### src/rtl/i2c_tgt_pkg.sv
package i2c_tgt_pkg;
    localparam int BYTE_W  = 8;
    localparam int AMAIN_W = 7;
    localparam int CNT_W   = $clog2(BYTE_W + 1);
    localparam int REG_AW  = 3;
    localparam int REG_DW  = 8;
    localparam int CTRL_W  = 6;
    localparam int STAT_W  = 3;

    localparam logic [REG_AW-1:0] RA_CTRL  = 3'd0;
    localparam logic [REG_AW-1:0] RA_AMAIN = 3'd1;
    localparam logic [REG_AW-1:0] RA_ALOW  = 3'd2;
    localparam logic [REG_AW-1:0] RA_STAT  = 3'd3;
    localparam logic [REG_AW-1:0] RA_TXD   = 3'd4;
    localparam logic [REG_AW-1:0] RA_RXD   = 3'd5;

    localparam int CB_TEN     = 0;
    localparam int CB_STRETCH = 1;
    localparam int CB_NACK    = 2;
    localparam int CB_TXIE    = 3;
    localparam int CB_STOPIE  = 5;

    localparam int SB_RX = 1;

    localparam logic [4:0] TEN_HDR = 5'b11110;

    typedef enum logic [2:0] {
        ST_IDLE, ST_ADDR, ST_ADDR_LO, ST_RX, ST_ACK, ST_TX, ST_TX_ACK
    } tgt_state_e;

    typedef enum logic [1:0] {
        SH_OFF, SH_ARMED, SH_HOLD
    } hold_state_e;
endpackage

### src/rtl/i2c_bus_sync.sv
module i2c_bus_sync #(
    parameter int SYNC_STAGES = 2
) (
    input  logic clk,
    input  logic rst_n,
    input  logic scl_i,
    input  logic sda_i,
    output logic scl_s,
    output logic sda_s,
    output logic start_det,
    output logic stop_det,
    output logic scl_rise,
    output logic scl_fall
);
    logic [SYNC_STAGES-1:0] scl_ff, sda_ff;
    logic scl_p, sda_p;

    always_ff @(posedge clk or negedge rst_n) begin
        if (!rst_n) begin
            scl_ff <= '1;
            sda_ff <= '1;
            scl_p  <= 1'b1;
            sda_p  <= 1'b1;
        end else begin
            scl_ff <= {scl_ff[SYNC_STAGES-2:0], scl_i};
            sda_ff <= {sda_ff[SYNC_STAGES-2:0], sda_i};
            scl_p  <= scl_ff[SYNC_STAGES-1];
            sda_p  <= sda_ff[SYNC_STAGES-1];
        end
    end

    assign scl_s     = scl_ff[SYNC_STAGES-1];
    assign sda_s     = sda_ff[SYNC_STAGES-1];
    assign start_det = scl_s && scl_p && sda_p && !sda_s;
    assign stop_det  = scl_s && scl_p && !sda_p && sda_s;
    assign scl_rise  = scl_s && !scl_p;
    assign scl_fall  = !scl_s && scl_p;
endmodule

### src/rtl/i2c_scl_hold.sv
module i2c_scl_hold import i2c_tgt_pkg::*; (
    input  logic clk,
    input  logic rst_n,
    input  logic stretch_req,
    input  logic scl_s,
    output logic hold
);
    hold_state_e hst, hst_n;

    always_comb begin
        hst_n = hst;
        unique case (hst)
            SH_OFF:   if (stretch_req) hst_n = scl_s ? SH_ARMED : SH_HOLD;
            SH_ARMED: if (!stretch_req) hst_n = SH_OFF;
                      else if (!scl_s) hst_n = SH_HOLD;
            SH_HOLD:  if (!stretch_req) hst_n = SH_OFF;
            default:  hst_n = SH_OFF;
        endcase
    end

    always_ff @(posedge clk or negedge rst_n) begin
        if (!rst_n) hst <= SH_OFF;
        else        hst <= hst_n;
    end

    always_comb hold = (hst == SH_HOLD);


    hold_when_low_chk: assert property (@(posedge clk) disable iff (!rst_n)
        (stretch_req && !scl_s) |=> hold);

    no_hold_high_chk: assert property (@(posedge clk) disable iff (!rst_n)
        (hst == SH_OFF && scl_s) |=> !hold);

    release_chk: assert property (@(posedge clk) disable iff (!rst_n)
        !stretch_req |=> !hold);
endmodule

### src/rtl/i2c_tgt_regs.sv
module i2c_tgt_regs import i2c_tgt_pkg::*; (
    input  logic              clk,
    input  logic              rst_n,
    input  logic              we,
    input  logic [REG_AW-1:0] addr,
    input  logic [REG_DW-1:0] wdata,
    output logic [REG_DW-1:0] rdata,
    input  logic [BYTE_W-1:0] rx_byte,
    input  logic              tx_evt,
    input  logic              rx_evt,
    input  logic              stop_evt,
    input  logic              nack_used,
    output logic              ten_bit,
    output logic              stretch_req,
    output logic              nack_req,
    output logic [AMAIN_W-1:0] own_main,
    output logic [BYTE_W-1:0] own_low,
    output logic [BYTE_W-1:0] tx_byte,
    output logic              irq
);
    logic [CTRL_W-1:0] ctrl;
    logic [STAT_W-1:0] stat, clr, set;

    assign clr = (we && addr == RA_STAT) ? wdata[STAT_W-1:0] : '0;
    assign set = {stop_evt, rx_evt, tx_evt};

    always_ff @(posedge clk or negedge rst_n) begin
        if (!rst_n) begin
            ctrl     <= '0;
            own_main <= '0;
            own_low  <= '0;
            tx_byte  <= '0;
            stat     <= '0;
        end else begin
            if (we && addr == RA_CTRL) ctrl <= wdata[CTRL_W-1:0];
            else if (nack_used)        ctrl[CB_NACK] <= 1'b0;
            if (we && addr == RA_AMAIN) own_main <= wdata[AMAIN_W-1:0];
            if (we && addr == RA_ALOW)  own_low  <= wdata;
            if (we && addr == RA_TXD)   tx_byte  <= wdata;
            stat <= (stat & ~clr) | set;
        end
    end

    always_comb begin
        unique case (addr)
            RA_CTRL:  rdata = {{(REG_DW-CTRL_W){1'b0}}, ctrl};
            RA_AMAIN: rdata = {{(REG_DW-AMAIN_W){1'b0}}, own_main};
            RA_ALOW:  rdata = own_low;
            RA_STAT:  rdata = {{(REG_DW-STAT_W){1'b0}}, stat};
            RA_TXD:   rdata = tx_byte;
            RA_RXD:   rdata = rx_byte;
            default:  rdata = '0;
        endcase
    end

    assign ten_bit     = ctrl[CB_TEN];
    assign stretch_req = ctrl[CB_STRETCH];
    assign nack_req    = ctrl[CB_NACK];
    assign irq         = |(stat & ctrl[CB_STOPIE:CB_TXIE]);


    w1c_rx_chk: assert property (@(posedge clk) disable iff (!rst_n)
        (we && addr == RA_STAT && wdata[SB_RX] && !rx_evt) |=> !stat[SB_RX]);

    irq_masked_chk: assert property (@(posedge clk) disable iff (!rst_n)
        (ctrl[CB_STOPIE:CB_TXIE] == '0) |-> !irq);

    nack_selfclear_chk: assert property (@(posedge clk) disable iff (!rst_n)
        (nack_used && !(we && addr == RA_CTRL)) |=> !nack_req);
endmodule

### src/rtl/i2c_tgt_fsm.sv
module i2c_tgt_fsm import i2c_tgt_pkg::*; (
    input  logic               clk,
    input  logic               rst_n,
    input  logic               sda_s,
    input  logic               start_det,
    input  logic               stop_det,
    input  logic               scl_rise,
    input  logic               scl_fall,
    input  logic               ten_bit,
    input  logic [AMAIN_W-1:0] own_main,
    input  logic [BYTE_W-1:0]  own_low,
    input  logic               nack_req,
    input  logic [BYTE_W-1:0]  tx_byte,
    output logic               sda_drive,
    output logic [BYTE_W-1:0]  rx_byte,
    output logic               rx_evt,
    output logic               tx_evt,
    output logic               stop_evt,
    output logic               nack_used
);
    localparam logic [CNT_W-1:0] FULL = CNT_W'(BYTE_W);
    localparam logic [CNT_W-1:0] LAST = CNT_W'(BYTE_W - 1);

    tgt_state_e state, state_n, after_st, after_n, byte_next;
    logic [BYTE_W-1:0] sh, sh_n, rxb_n;
    logic [CNT_W-1:0]  cnt, cnt_n;
    logic ack_ok, ack_n, ten_armed, ten_n, mack, mack_n, byte_hit;

    // acceptance of the byte just shifted in, and where to go after its ACK
    always_comb begin
        byte_hit  = 1'b0;
        byte_next = ST_RX;
        if (state == ST_ADDR_LO) begin
            byte_hit = (sh == own_low);
        end else if (state == ST_RX) begin
            byte_hit = 1'b1;
        end else if (!ten_bit) begin
            byte_hit  = (sh[BYTE_W-1:1] == own_main);
            byte_next = sh[0] ? ST_TX : ST_RX;
        end else if (sh[7:3] == TEN_HDR && sh[2:1] == own_main[1:0]) begin
            byte_hit  = !sh[0] || ten_armed;
            byte_next = sh[0] ? ST_TX : ST_ADDR_LO;
        end
    end

    always_comb begin
        state_n = state;  sh_n = sh;  cnt_n = cnt;  ack_n = ack_ok;
        after_n = after_st;  ten_n = ten_armed;  mack_n = mack;  rxb_n = rx_byte;
        rx_evt = 1'b0;  tx_evt = 1'b0;  stop_evt = 1'b0;  nack_used = 1'b0;
        if (stop_det) begin
            state_n  = ST_IDLE;
            ten_n    = 1'b0;
            stop_evt = 1'b1;
        end else if (start_det) begin
            state_n = ST_ADDR;
            cnt_n   = '0;
        end else begin
            unique case (state)
                ST_IDLE: state_n = ST_IDLE;
                ST_ADDR, ST_ADDR_LO, ST_RX: begin
                    if (scl_rise && cnt != FULL) begin
                        sh_n  = {sh[BYTE_W-2:0], sda_s};
                        cnt_n = cnt + 1'b1;
                        if (state == ST_RX && cnt == LAST) begin
                            rx_evt = 1'b1;
                            rxb_n  = {sh[BYTE_W-2:0], sda_s};
                        end
                    end else if (scl_fall && cnt == FULL) begin
                        if (byte_hit) begin
                            state_n   = ST_ACK;
                            ack_n     = !nack_req;
                            nack_used = nack_req;
                            after_n   = byte_next;
                        end else begin
                            state_n = ST_IDLE;
                        end
                        if (state == ST_ADDR)
                            ten_n = ten_bit && sh[0] && byte_hit && !nack_req;
                        else if (state == ST_ADDR_LO)
                            ten_n = byte_hit && !nack_req;
                    end
                end
                ST_ACK: if (scl_fall) begin
                    cnt_n = '0;
                    if (ack_ok) begin
                        state_n = after_st;
                        if (after_st == ST_TX) sh_n = tx_byte;
                    end else begin
                        state_n = ST_IDLE;
                    end
                end
                ST_TX: if (scl_fall) begin
                    if (cnt == LAST) begin
                        state_n = ST_TX_ACK;
                        tx_evt  = 1'b1;
                    end else begin
                        sh_n  = {sh[BYTE_W-2:0], 1'b0};
                        cnt_n = cnt + 1'b1;
                    end
                end
                ST_TX_ACK: begin
                    if (scl_rise) mack_n = !sda_s;
                    if (scl_fall) begin
                        if (mack) begin
                            state_n = ST_TX;
                            sh_n    = tx_byte;
                            cnt_n   = '0;
                        end else begin
                            state_n = ST_IDLE;
                        end
                    end
                end
                default: state_n = ST_IDLE;
            endcase
        end
    end

    always_ff @(posedge clk or negedge rst_n) begin
        if (!rst_n) state <= ST_IDLE;
        else        state <= state_n;
    end

    always_ff @(posedge clk or negedge rst_n) begin
        if (!rst_n) begin
            sh <= '0;  cnt <= '0;  ack_ok <= 1'b0;  after_st <= ST_IDLE;
            ten_armed <= 1'b0;  mack <= 1'b0;  rx_byte <= '0;
        end else begin
            sh <= sh_n;  cnt <= cnt_n;  ack_ok <= ack_n;  after_st <= after_n;
            ten_armed <= ten_n;  mack <= mack_n;  rx_byte <= rxb_n;
        end
    end

    always_comb sda_drive = (state == ST_ACK && ack_ok) || (state == ST_TX && !sh[BYTE_W-1]);


    stop_idle_chk: assert property (@(posedge clk) disable iff (!rst_n)
        stop_det |=> (state == ST_IDLE));

    start_addr_chk: assert property (@(posedge clk) disable iff (!rst_n)
        (start_det && !stop_det) |=> (state == ST_ADDR && cnt == '0));

    nack_src_chk: assert property (@(posedge clk) disable iff (!rst_n)
        nack_used |-> nack_req);

    event_excl_chk: assert property (@(posedge clk) disable iff (!rst_n)
        $onehot0({rx_evt, tx_evt, stop_evt}));

    tx_release_chk: assert property (@(posedge clk) disable iff (!rst_n)
        (state == ST_TX_ACK) |-> !sda_drive);
endmodule

### src/rtl/i2c_target_ctl.sv
module i2c_target_ctl import i2c_tgt_pkg::*; #(
    parameter int SYNC_STAGES = 2
) (
    input  logic              clk,
    input  logic              rst_n,
    input  logic              scl_i,
    input  logic              sda_i,
    output logic              scl_oe,
    output logic              sda_oe,
    input  logic              reg_we,
    input  logic [REG_AW-1:0] reg_addr,
    input  logic [REG_DW-1:0] reg_wdata,
    output logic [REG_DW-1:0] reg_rdata,
    output logic              irq
);
    logic scl_s, sda_s, start_det, stop_det, scl_rise, scl_fall;
    logic ten_bit, stretch_req, nack_req, nack_used;
    logic rx_evt, tx_evt, stop_evt;
    logic [AMAIN_W-1:0] own_main;
    logic [BYTE_W-1:0]  own_low, tx_byte, rx_byte;

    i2c_bus_sync #(.SYNC_STAGES(SYNC_STAGES)) u_sync (
        .clk(clk), .rst_n(rst_n), .scl_i(scl_i), .sda_i(sda_i),
        .scl_s(scl_s), .sda_s(sda_s), .start_det(start_det), .stop_det(stop_det),
        .scl_rise(scl_rise), .scl_fall(scl_fall)
    );

    i2c_tgt_regs u_regs (
        .clk(clk), .rst_n(rst_n), .we(reg_we), .addr(reg_addr), .wdata(reg_wdata),
        .rdata(reg_rdata), .rx_byte(rx_byte), .tx_evt(tx_evt), .rx_evt(rx_evt),
        .stop_evt(stop_evt), .nack_used(nack_used), .ten_bit(ten_bit),
        .stretch_req(stretch_req), .nack_req(nack_req), .own_main(own_main),
        .own_low(own_low), .tx_byte(tx_byte), .irq(irq)
    );

    i2c_tgt_fsm u_fsm (
        .clk(clk), .rst_n(rst_n), .sda_s(sda_s), .start_det(start_det),
        .stop_det(stop_det), .scl_rise(scl_rise), .scl_fall(scl_fall),
        .ten_bit(ten_bit), .own_main(own_main), .own_low(own_low),
        .nack_req(nack_req), .tx_byte(tx_byte), .sda_drive(sda_oe),
        .rx_byte(rx_byte), .rx_evt(rx_evt), .tx_evt(tx_evt),
        .stop_evt(stop_evt), .nack_used(nack_used)
    );

    i2c_scl_hold u_hold (
        .clk(clk), .rst_n(rst_n), .stretch_req(stretch_req), .scl_s(scl_s), .hold(scl_oe)
    );
endmodule

### config.mk
export PLATFORM = sky130hd
export DESIGN_NAME = i2c_target_ctl
export DESIGN_NICKNAME = d
export VERILOG_FILES = /design/src/rtl/i2c_tgt_pkg.sv /design/src/rtl/i2c_bus_sync.sv /design/src/rtl/i2c_scl_hold.sv /design/src/rtl/i2c_tgt_regs.sv /design/src/rtl/i2c_tgt_fsm.sv /design/src/rtl/i2c_target_ctl.sv
export SDC_FILE = /design/constraint.sdc
export NUM_CORES = 1
export LEC_CHECK = 0
export BUFFER_PORTS_ARGS = -buffer_cell sky130_fd_sc_hd__buf_2
export CAP_MARGIN = 20
export CORE_ASPECT_RATIO = 1.25
export CORE_UTILIZATION = 36
export CTS_BUF_LIST = sky130_fd_sc_hd__clkbuf_4 sky130_fd_sc_hd__clkbuf_8 sky130_fd_sc_hd__clkbuf_16
export CTS_CLUSTER_DIAMETER = 40
export DETAILED_ROUTE_END_ITERATION = 7
export RECOVER_POWER = 50
export SYNTH_ARGS = -nofsm -noshare
export SYNTH_HDL_FRONTEND = slang
export SYNTH_SLANG_ARGS = --single-unit
### constraint.sdc
create_clock -name clk -period 3.1 [get_ports clk]
set_input_delay 0.155 -clock clk [delete_from_list [all_inputs] [get_ports clk]]
set_output_delay 0.155 -clock clk [all_outputs]
set_load 0.02 [all_outputs]
[Word level (Yosys, flattened, before mapping)]
Index checks and enable logic that the tools add are counted.
Cells by class
  equal/unequal tests: 46
  multiplexer cells: 73
  reduce and logical (&&, ||, !) cells: 49
  add/subtract/negate cells: 1
  bitwise gates (word level): 7
Operators with widths (number)
  two-way mux 8 bit: 8
  two-way mux 3 bit: 18
  case mux 8 bit (6 select lines): 1
  case mux 8 bit (4 select lines): 1
  two-way mux 1 bit: 30
  two-way mux 4 bit: 7
  logical AND 1 bit: 22
  != test 4 x 3 -> 1 bit, second input constant: 5
  == test 3 bit, second input constant: 6
  != test 2 x 1 -> 1 bit, second input constant: 8
  case mux 4 bit (4 select lines): 1
  != test 3 x 2 -> 1 bit, second input constant: 5
  == test 3 x 2 -> 1 bit, second input constant: 4
  case mux 3 bit (4 select lines): 1
  AND reduction 6 bit: 2
  AND reduction 11 bit: 1
  two-way mux 2 bit: 5
  AND reduction 5 bit: 2
  == test 8 bit: 1
  != test 2 bit, second input constant: 4
  != test 4 bit, second input constant: 2
  AND reduction 8 bit: 1
  == test 7 bit: 1
  logical NOT 1 bit: 7
  24 further kinds: 33
Word-level totals
  word-level logic and storage cells: 195
  flip-flop bits (word level): 69
  output and inout bits: 11
  input bits: 16

[Depth between registers and ports, before layout]
Gate-level depths: netlist of the first run.
  word-level depth: 14
  mapped depth: 7
  depth with buffers taken out: 7

[By module]
A second synthesis of the first run with hierarchy kept.
Unflattened totals
  cell total of the unflattened synthesis: 359
  area, all modules: 3808.7 µm²
By module, submodules not included
  i2c_tgt_fsm: cells an instance 214, area an instance 1885.6 µm², times used 1
  i2c_tgt_regs: cells an instance 127, area an instance 1650.3 µm², times used 1
  i2c_bus_sync: cells an instance 10, area an instance 192.7 µm², times used 1
  i2c_scl_hold: cells an instance 8, area an instance 80.1 µm², times used 1

[Least setup slack after synthesis of the first run]
Ideal clock, no wire load.
  kind: register to register
  from: reg u_fsm.cnt[0]
  to: reg u_fsm.cnt[3]
  cell stages (with the launch flop): 8
  path slack: 0.925 ns
  library setup time: 0.080 ns
  arrival: 2.095 ns
  period minus slack after synthesis: 2.175 ns
  cell sequence: dfrtp_1 -> inv_1 -> ha_1 -> and3b_1 -> or4b_4 -> a21o_1 -> or4_1 -> o211ai_2
On the way
  longest elaborated chain between the ends: 5
  elaborated cells between the ends (all ways): 12
RTL lines
  start: declaration: line i2c_tgt_fsm.sv:26  | logic [CNT_W-1:0] cnt, cnt_n;
  start signal: assignment: line i2c_tgt_fsm.sv:128  | sh <= sh_n; cnt <= cnt_n; ack_ok <= ack_n; after_st <= after_n;
  adder 4 x 1 -> 4 bit: line i2c_tgt_fsm.sv:63, i2c_tgt_fsm.sv:98
  two-way mux 4 bit: line i2c_tgt_fsm.sv:93  | if (cnt == LAST) begin
  two-way mux 4 bit: line i2c_tgt_fsm.sv:92  | ST_TX: if (scl_fall) begin
  case mux 4 bit (4 select lines): line i2c_tgt_fsm.sv:58  | unique case (state)
  two-way mux 4 bit: line i2c_tgt_fsm.sv:54  | end else if (start_det) begin
Parallel ways exist; a longest one is shown, timed or not. The select of a mux whose other input is x is not followed.
A chain may end at the register's enable or synchronous reset.

[Final worst setup path of the first run]
  from: reg u_fsm.sh[2]
  to: reg u_fsm.after_st[1]
On the way
  longest elaborated chain between the ends: 7
  elaborated cells between the ends (all ways): 13
RTL lines
  start: declaration: line i2c_tgt_fsm.sv:25  | logic [BYTE_W-1:0] sh, sh_n, rxb_n;
  start signal: assignment: line i2c_tgt_fsm.sv:128
  == test 2 bit: line i2c_tgt_fsm.sv:40  | end else if (sh[7:3] == TEN_HDR && sh[2:1] == own_main[1:0]) begin
  logical AND 1 bit: line i2c_tgt_fsm.sv:40
  two-way mux 1 bit: line i2c_tgt_fsm.sv:40
  two-way mux 1 bit: line i2c_tgt_fsm.sv:37  | end else if (!ten_bit) begin
  two-way mux 1 bit: line i2c_tgt_fsm.sv:35  | end else if (state == ST_RX) begin
  two-way mux 1 bit: line i2c_tgt_fsm.sv:33  | if (state == ST_ADDR_LO) begin
  AND reduction 6 bit (no source line)
  end signal: assignment: line i2c_tgt_fsm.sv:128
  end: declaration: line i2c_tgt_fsm.sv:24  | tgt_state_e state, state_n, after_st, after_n, byte_next;
Parallel ways exist; a longest one is shown, timed or not.

==> metrics.txt, run 1 <==
status finished, final reports clean; wire per inst between 15 and 20 µm; setup_tns 0 ns; Peak Freq around 0.43 GHz; skew final around 0.0092 ns; synth cell count leaders dfrtp_1, nand2_1, mux2_2, inv_1, xor2_1; io pins 27; ant diodes 0; die span in x 92.0 µm; worst min path class in -> reg; area occupied by multi-input gates 1790 µm²; Critical Path AT 2.57 ns; Die ar. 10,500 µm²; row count 40; overall power 0.00279 W; hold slack 0.0615 ns; DR top layer met4; initial antenna violation count 0; Root Driver clkbuf_16; cell taking the most area after synthesis dfrtp_1; sequential share of the synthesized area 47.6%; drt via density 5.36; register area 1730 µm²; Vias 2,651; leakage dissipation roughly 1.9 nW; first-pass GRT wire length 14,400 µm; Cell Chain, Critical Path xor2_1 > nor4_1 > nand3_1 > a311oi_4 > mux2_1; crit path max-delay cell type nor4_1; Initial Util between 30 and 40%; # setup viols final 0; Max Cap Viol 0; Slew HR 15.3%; DRT antenna net count 0; crit end category flop; RR Endpoint u_fsm.after_st[1]; max-slew violations 0; # DRC 0; drt total wl between 8000 and 9000 µm; Power Dens Cells 660 nW/µm²; post-synth top area share 43.3%; Gate Count Post-Synth 332; largest net degree at the start of global routing 39; Hold Vio Cnt, Final 0; Setup WS pre-CTS approximately 0.74 ns; CTS tree built; Tot GR Track Use 18.5%; Final HPWL DP 6400 µm; GPL Wtd Cong 0.849; post-CTS setup buffers 0; maximum fanout along the worst path 7; Tmin final 2.35 ns; CTS buffer count 9; Tcrit/Tclk final around 76%; clk sink count 69; Final nets 382; register clock-pin slew on the reported worst setup and hold paths ~0.06 ns; Syn. warnings 0; core area 9710 µm²; H-tree Lvls 3; delay-heaviest family, CP simple AND/OR/NAND/NOR gates; Met1 Wirelength 3780 µm; syn_nets 350; routed length on met3 312 µm; WS Path Type reg -> reg; number of fill cells roughly 960; Mean Syn Cell Area 11.0 µm²; Clock Latency Late Sink approximately 0.34 ns; clock buffer depth 2; R2R Setup Slk 0.75 ns; post-route setup slack around 0.75 ns; vias in the first global route 2,702; Die Ht ~110 µm; peak supply drop 0.308 mV; worst r2r src u_fsm.sh[2]; synth-to-layout area growth 15.9%; Synth cell types 48; flops & latches, synth 69; buffers and inverters on the worst path 0; Top FF cell, synth dfrtp_1; Least-Margin Pin Slew roughly 1.3 ns; DRT Pass-1 Iters 4; Startpoint Class flop; total grt overflow 0; Initial DRC Count 128; input/output buffers 26; top cells by area, synth dfrtp_1, mux2_2, nand2_1, dfstp_2, xor2_1; WHS Endpoint u_regs.own_low[7]; Synth async-reset ratio 100%; Critical Path RT 3.32 ns; EDFF count, synth 0; most frequent cell after synthesis dfrtp_1; worst reg-to-reg path cell count 5; share of cells above drive strength 1 26.6%; synthesized cell area 3640 µm²; cell count of the worst hold path 2; DR WL met2 4450 µm; CP peak stage delay 0.52 ns; RSZ-0062 raised after global routing no; hold_sp reg_wdata[7]
[final cells by class]
cell class | instances | share of cell area [%]
inverter | 17 | 1.51
clock buffer | 9 | 5.33
tap | 126 | 3.73
clock inverter | 7 | 1.21
multi-input combinational | 232 | 42.5
timing repair buffer | 35 | 4.68
sequential | 69 | 41.1
[where the power goes]
group / switching, W / total, W / internal [W]
Combinational: 0.000270 / 0.000550 / 0.000280
Clock: 0.000413 / 0.000956 / 0.000543
Sequential: 0.000219 / 0.00128 / 0.00106
[cell families after synthesis]
family	count (synthesis)	synth area share [%]
buffers and inverters	31	3.23
and+or+nand+nor	108	15.4
adders and majority gates	2	0.686
muxes	63	20.6
DFF	69	47.6
xor gates and xnor gates	17	4.09
AOI/OAI and AO/OA	42	8.45
[flip-flops by register name, summed over array words and instances, names as in the netlist]
| name | cells |
|---|---|
| u_regs.own_low | 8 |
| u_regs.ctrl | 6 |
| u_fsm.cnt | 4 |
| u_sync.sda_p | 1 |
| u_hold.hst | 2 |
| u_regs.stat | 3 |
| u_fsm.ack_ok | 1 |
| u_fsm.state | 3 |
| u_fsm.after_st | 3 |
| u_fsm.sh | 8 |
| u_sync.scl_ff | 2 |
| u_fsm.mack | 1 |
| u_fsm.ten_armed | 1 |
| u_regs.tx_byte | 8 |
| u_regs.own_main | 7 |
| u_sync.scl_p | 1 |
| u_fsm.rx_byte | 8 |
| u_sync.sda_ff | 2 |
[cell usage in the layout (no fill, tap or decap), types with 5 or more instances in the layout]
cell       instances
dfrtp_1           63
nand2_1           47
mux2_2            37
buf_2             25
inv_1             17
xor2_1            16
o21ai_0           13
mux2i_1           12
nor2_1            10
nand3_1           10
nand2b_1           9
mux2_1             9
clkbuf_16          9
nor2b_1            6
a21oi_1            6
mux4_2             5
nor4_1             5
[per-stage QoR]
step | util (%) | cell area (µm²) | instances
detailed placement | 40.4 | 3920 | 476
CTS | 43.6 | 4230 | 495
finish | 43.5 | 4220 | 495
global placement | 40.4 | 3920 | 476
floorplan | - | 3640 | 332
global route | 43.5 | 4220 | 495
[worst max-delay path by stage]
| stage | endpoint | from | slack [ns] | depth (start not counted) |
|---|---|---|---|---|
| 3_3_place_gp | u_fsm.after_st[0] | u_fsm.sh[2] | 0.79 | 5 |
| 3_5_place_dp | u_fsm.after_st[1] | u_fsm.sh[2] | 0.74 | 5 |
| 4_1_cts | u_fsm.after_st[0] | u_fsm.sh[2] | 0.73 | 5 |
| 6_report | u_fsm.after_st[1] | u_fsm.sh[2] | 0.75 | 5 |
| 2_1_floorplan | u_fsm.cnt[3] | u_fsm.cnt[0] | 0.92 | 7 |
| 5_1_grt | u_fsm.after_st[1] | u_fsm.sh[2] | 0.60 | 5 |
[what timing repair did]
action                                 CTS  global route
gates resized for setup                  0             0
hold buffers                             3             0
endpoints found under the hold margin   10             0
[per-layer routing]
metal / GRT usage (%) / vias to the layer above
met3: 3.32 / 19
met4: 11.4 / 0
li1: - / 1242
met1: 22.5 / 1324
met2: 30.5 / 66
met5: 0 / -
Power figures use the tool's default switching activity.
==> run 2, diff against run 1 <==
--- a/config.mk
+++ b/config.mk
@@ -5,6 +5,7 @@
 export SDC_FILE = /design/constraint.sdc
 export NUM_CORES = 1
 export LEC_CHECK = 0
+export ABC_AREA = 1
 export BUFFER_PORTS_ARGS = -buffer_cell sky130_fd_sc_hd__buf_2
 export CAP_MARGIN = 20
 export CORE_ASPECT_RATIO = 1.25
==> constraint.sdc (replaced) <==
create_clock -name clk -period 2.2 [get_ports clk]
set_input_delay 0.11 -clock clk [delete_from_list [all_inputs] [get_ports clk]]
set_output_delay 0.11 -clock clk [all_outputs]
set_load 0.02 [all_outputs]
==> run 2 against run 1 <==
The run now ends with capacitance limit, slew limit left. Combinational power grew 8.5%. Clock power up 62%. Wire length up 1.9%. Non-clock buffer count down 3. Area after synthesis about the same. Die area barely moved. Via count increased by 18%. First-iteration DRC count grew 58%. Worst setup slack worse by 0.36 ns. Critical path depth up 2. Utilization grew 0.43 points.
==> metrics.txt, run 2 <==
status complete, but fails checks (was finished, final reports clean); failing checks capacitance limit, slew limit; top cells by area, synth dfrtp_1, nand2_1, o21ai_0, inv_1, dfstp_2 (was dfrtp_1, mux2_2, nand2_1, dfstp_2, xor2_1); Sw Share 28.9% (was 32.3%); Startpoint Class flop (unchanged); Die Ht 115 µm (was 114 µm); core area 9710 µm² (unchanged); Synth async-reset ratio 100% (unchanged); Die ar. 10,500 µm² (about the same); synth cell count leaders nand2_1, dfrtp_1, inv_1, o21ai_0, nand3_1 (was dfrtp_1, nand2_1, mux2_2, inv_1, xor2_1); max-slew violations 26 (was 0); worst r2r src u_sync.scl_ff[1] (was u_fsm.sh[2]); wire per inst 14.4 µm (was 17.9 µm); CTS tree built (unchanged); Final nets 516 (was 382); EDFF count, synth 0 (unchanged); most common cell after layout, fill and taps aside nand2_1 (was dfrtp_1); placed cells 610 (was 476); Tcrit/Tclk final 82.4%; Power Dens Cells 882 nW/µm² (was 660 nW/µm²); Final HPWL DP 6890 µm (was 6400 µm); number of fill cells 1,021 (was 964); cts repair resizes 0 (unchanged); Clock power frac 41.2% (was 34.3%); hold slack 0.0317 ns (was 0.0615 ns); input/output buffers 26 (unchanged); setup_tns 0 ns (unchanged); hold_sp reg_wdata[7] (unchanged); # DRC 0 (unchanged); RSZ-0062 raised after global routing no (unchanged); DR WL met2 4530 µm (was 4450 µm); share of cells above drive strength 1 16.1% (was 26.6%); leakage dissipation 2.13 nW (was 1.90 nW); synth-to-layout area growth 16.9% (was 15.9%); worst setup path start u_fsm.state[2] (was u_fsm.sh[2]); routed length on met3 231 µm (was 312 µm); sequential share of the synthesized area 47.5% (was 47.6%); Top FF cell, synth dfrtp_1 (unchanged); Comb power frac 15.9% (was 19.7%); flops & latches, synth 69 (unchanged); commonest non-fill, non-tap cells in the layout nand2_1, dfrtp_1, inv_1, o21ai_0, nand3_1 (was dfrtp_1, nand2_1, mux2_2, buf_2, inv_1); Met1 Wirelength 4030 µm (was 3780 µm); post-route design area 4260 µm² (was 4220 µm²); CTS buffer count 9 (unchanged); Gate Count Post-Synth 464 (was 332); register clock-pin slew on the reported worst setup and hold paths 0.06 ns (about the same); # setup viols final 0 (unchanged); DRT antenna net count 0 (unchanged); worst reg-to-reg path cell count 9 (was 5); drt via density 4.98 (was 5.36); cell count of the worst hold path 3 (was 2); Post-Layout Cell Count 629 (was 495); largest net degree at the start of global routing 45 (was 39); Clock Latency Late Sink 0.34 ns (about the same); Root Driver clkbuf_16 (unchanged); clock buffer depth 2 (unchanged); skew final 0.00393 ns (was 0.00921 ns); total grt overflow 0 (unchanged); worst min path class in -> reg (unchanged); Peak Freq 0.551 GHz; io pins 27 (unchanged); Initial DRC Count 202 (was 128); overall power 0.00376 W (was 0.00279 W); DR top layer met4 (unchanged); cell taking the most area after synthesis dfrtp_1 (unchanged); Synth cell types 37 (was 48); syn_nets 482 (was 350); Critical Path AT 1.70 ns (was 2.57 ns); post-synth top area share 43.2% (was 43.3%); synthesized cell area 3650 µm² (was 3640 µm²); DRT Pass-1 Iters 4 (unchanged); Tmin final 1.81 ns; initial antenna violation count 0 (unchanged); Max Cap Viol 1 (was 0); Vias 3,130 (was 2,651); Tot GR Track Use 19.3% (was 18.5%); first-pass GRT wire length 15,700 µm (was 14,400 µm); Hold Vio Cnt, Final 0 (unchanged); Mean Syn Cell Area 7.86 µm² (was 11.0 µm²); Least-Margin Pin Slew 1.52 ns (was 1.27 ns); Area after DPL 3920 µm² (about the same); ant diodes 0 (unchanged); row count 40 (unchanged); Critical Path RT 2.09 ns (was 3.32 ns); Slew HR -1.09% (was 15.3%); maximum fanout along the worst path 17 (was 7); vias in the first global route 3,181 (was 2,702); Syn. warnings 0 (unchanged); drt total wl 9050 µm (was 8870 µm); Sequential Power Share 42.9% (was 46.0%); die span in x 92.0 µm (about the same); clk sink count 69 (unchanged); peak supply drop 0.472 mV (was 0.308 mV); WS Path Type reg -> out (was reg -> reg); H-tree Lvls 3 (unchanged); crit end category primary output (was flop); Power Internal 0.00267 W (was 0.00189 W); most frequent cell after synthesis nand2_1 (was dfrtp_1); Net Switching 0.00109 W (was 0.000902 W); GPL Wtd Cong 0.875 (was 0.849); Initial Util 37.6% (was 37.5%)
==> run 2: worst max-delay path, stage by stage (launching register included) <==
cell and delay [ns]:
dfrtp_1 0.44, inv_2 0.08, nor2_4 0.16, inv_4 0.12, nor2_2 0.20, nand2_1 0.07, o21ai_0 0.09, buf_2 0.21
==> run 2: stage by stage <==
step / setup slack [ns] / utilization [%]
floorplan: 0.544 / -
global placement: 0.514 / 40.3
detailed placement: 0.456 / 40.3
CTS: 0.377 / 44.0
global route: 0.228 / 43.9
finish: 0.386 / 43.9
==> run 2: worst paths after layout <==
path | slack, ns | endpoint
worst min register to register | 0.36 | u_sync.scl_ff[1]
max in group asynchronous | 0.54 | u_sync.sda_ff[0]
worst max-delay path | 0.39 | sda_oe
min in group asynchronous | 0.68 | u_regs.tx_byte[6]
worst max register to register | 0.43 | u_fsm.cnt[1]
worst min-delay path | 0.03 | u_regs.own_low[7]
==> run 2: kinds of logic after synthesis <==
kind of cell / share of synthesized area (%)
adders and majority gates: 0.686
AOI/OAI and AO/OA: 14.2
xor gates and xnor gates: 2.88
and+or+nand+nor: 27.0
buffers and inverters: 7.65
DFF: 47.5
==> run 2: layer usage <==
| layer | global-route usage (%) | vias to the layer above |
|---|---|---|
| met5 | 0 | - |
| met4 | 10.2 | 0 |
| met3 | 3.19 | 20 |
| met2 | 32.4 | 51 |
| met1 | 23.7 | 1487 |
| li1 | - | 1572 |
==> run 2: repair_timing <==
action	4_1_cts	5_1_grt
endpoints found under the hold margin	27	0
hold buffers	3	0
setup buffers	0	0
==> run 2: cell type report <==
| cell class | instances | area (µm²) | share of cell area, % |
|---|---|---|---|
| sequential | 69 | 1730 | 40.7 |
| timing repair buffer | 32 | 191 | 4.49 |
| tap | 126 | 158 | 3.70 |
| inverter | 59 | 226 | 5.31 |
| clock buffer | 10 | 233 | 5.46 |
| clock inverter | 6 | 87.6 | 2.05 |
| multi-input combinational | 327 | 1630 | 38.3 |
==> run 2: power by group through the flow <==
stage	registers, W	logic [W]	clock network [W]
2_1_floorplan	0.00156	0.000454	0
3_3_place_gp	0.00163	0.000591	0
3_5_place_dp	0.00163	0.000602	0
4_1_cts	0.00161	0.000609	0.00158
5_1_grt	0.00164	0.000693	0.00162
6_report	0.00161	0.000597	0.00155
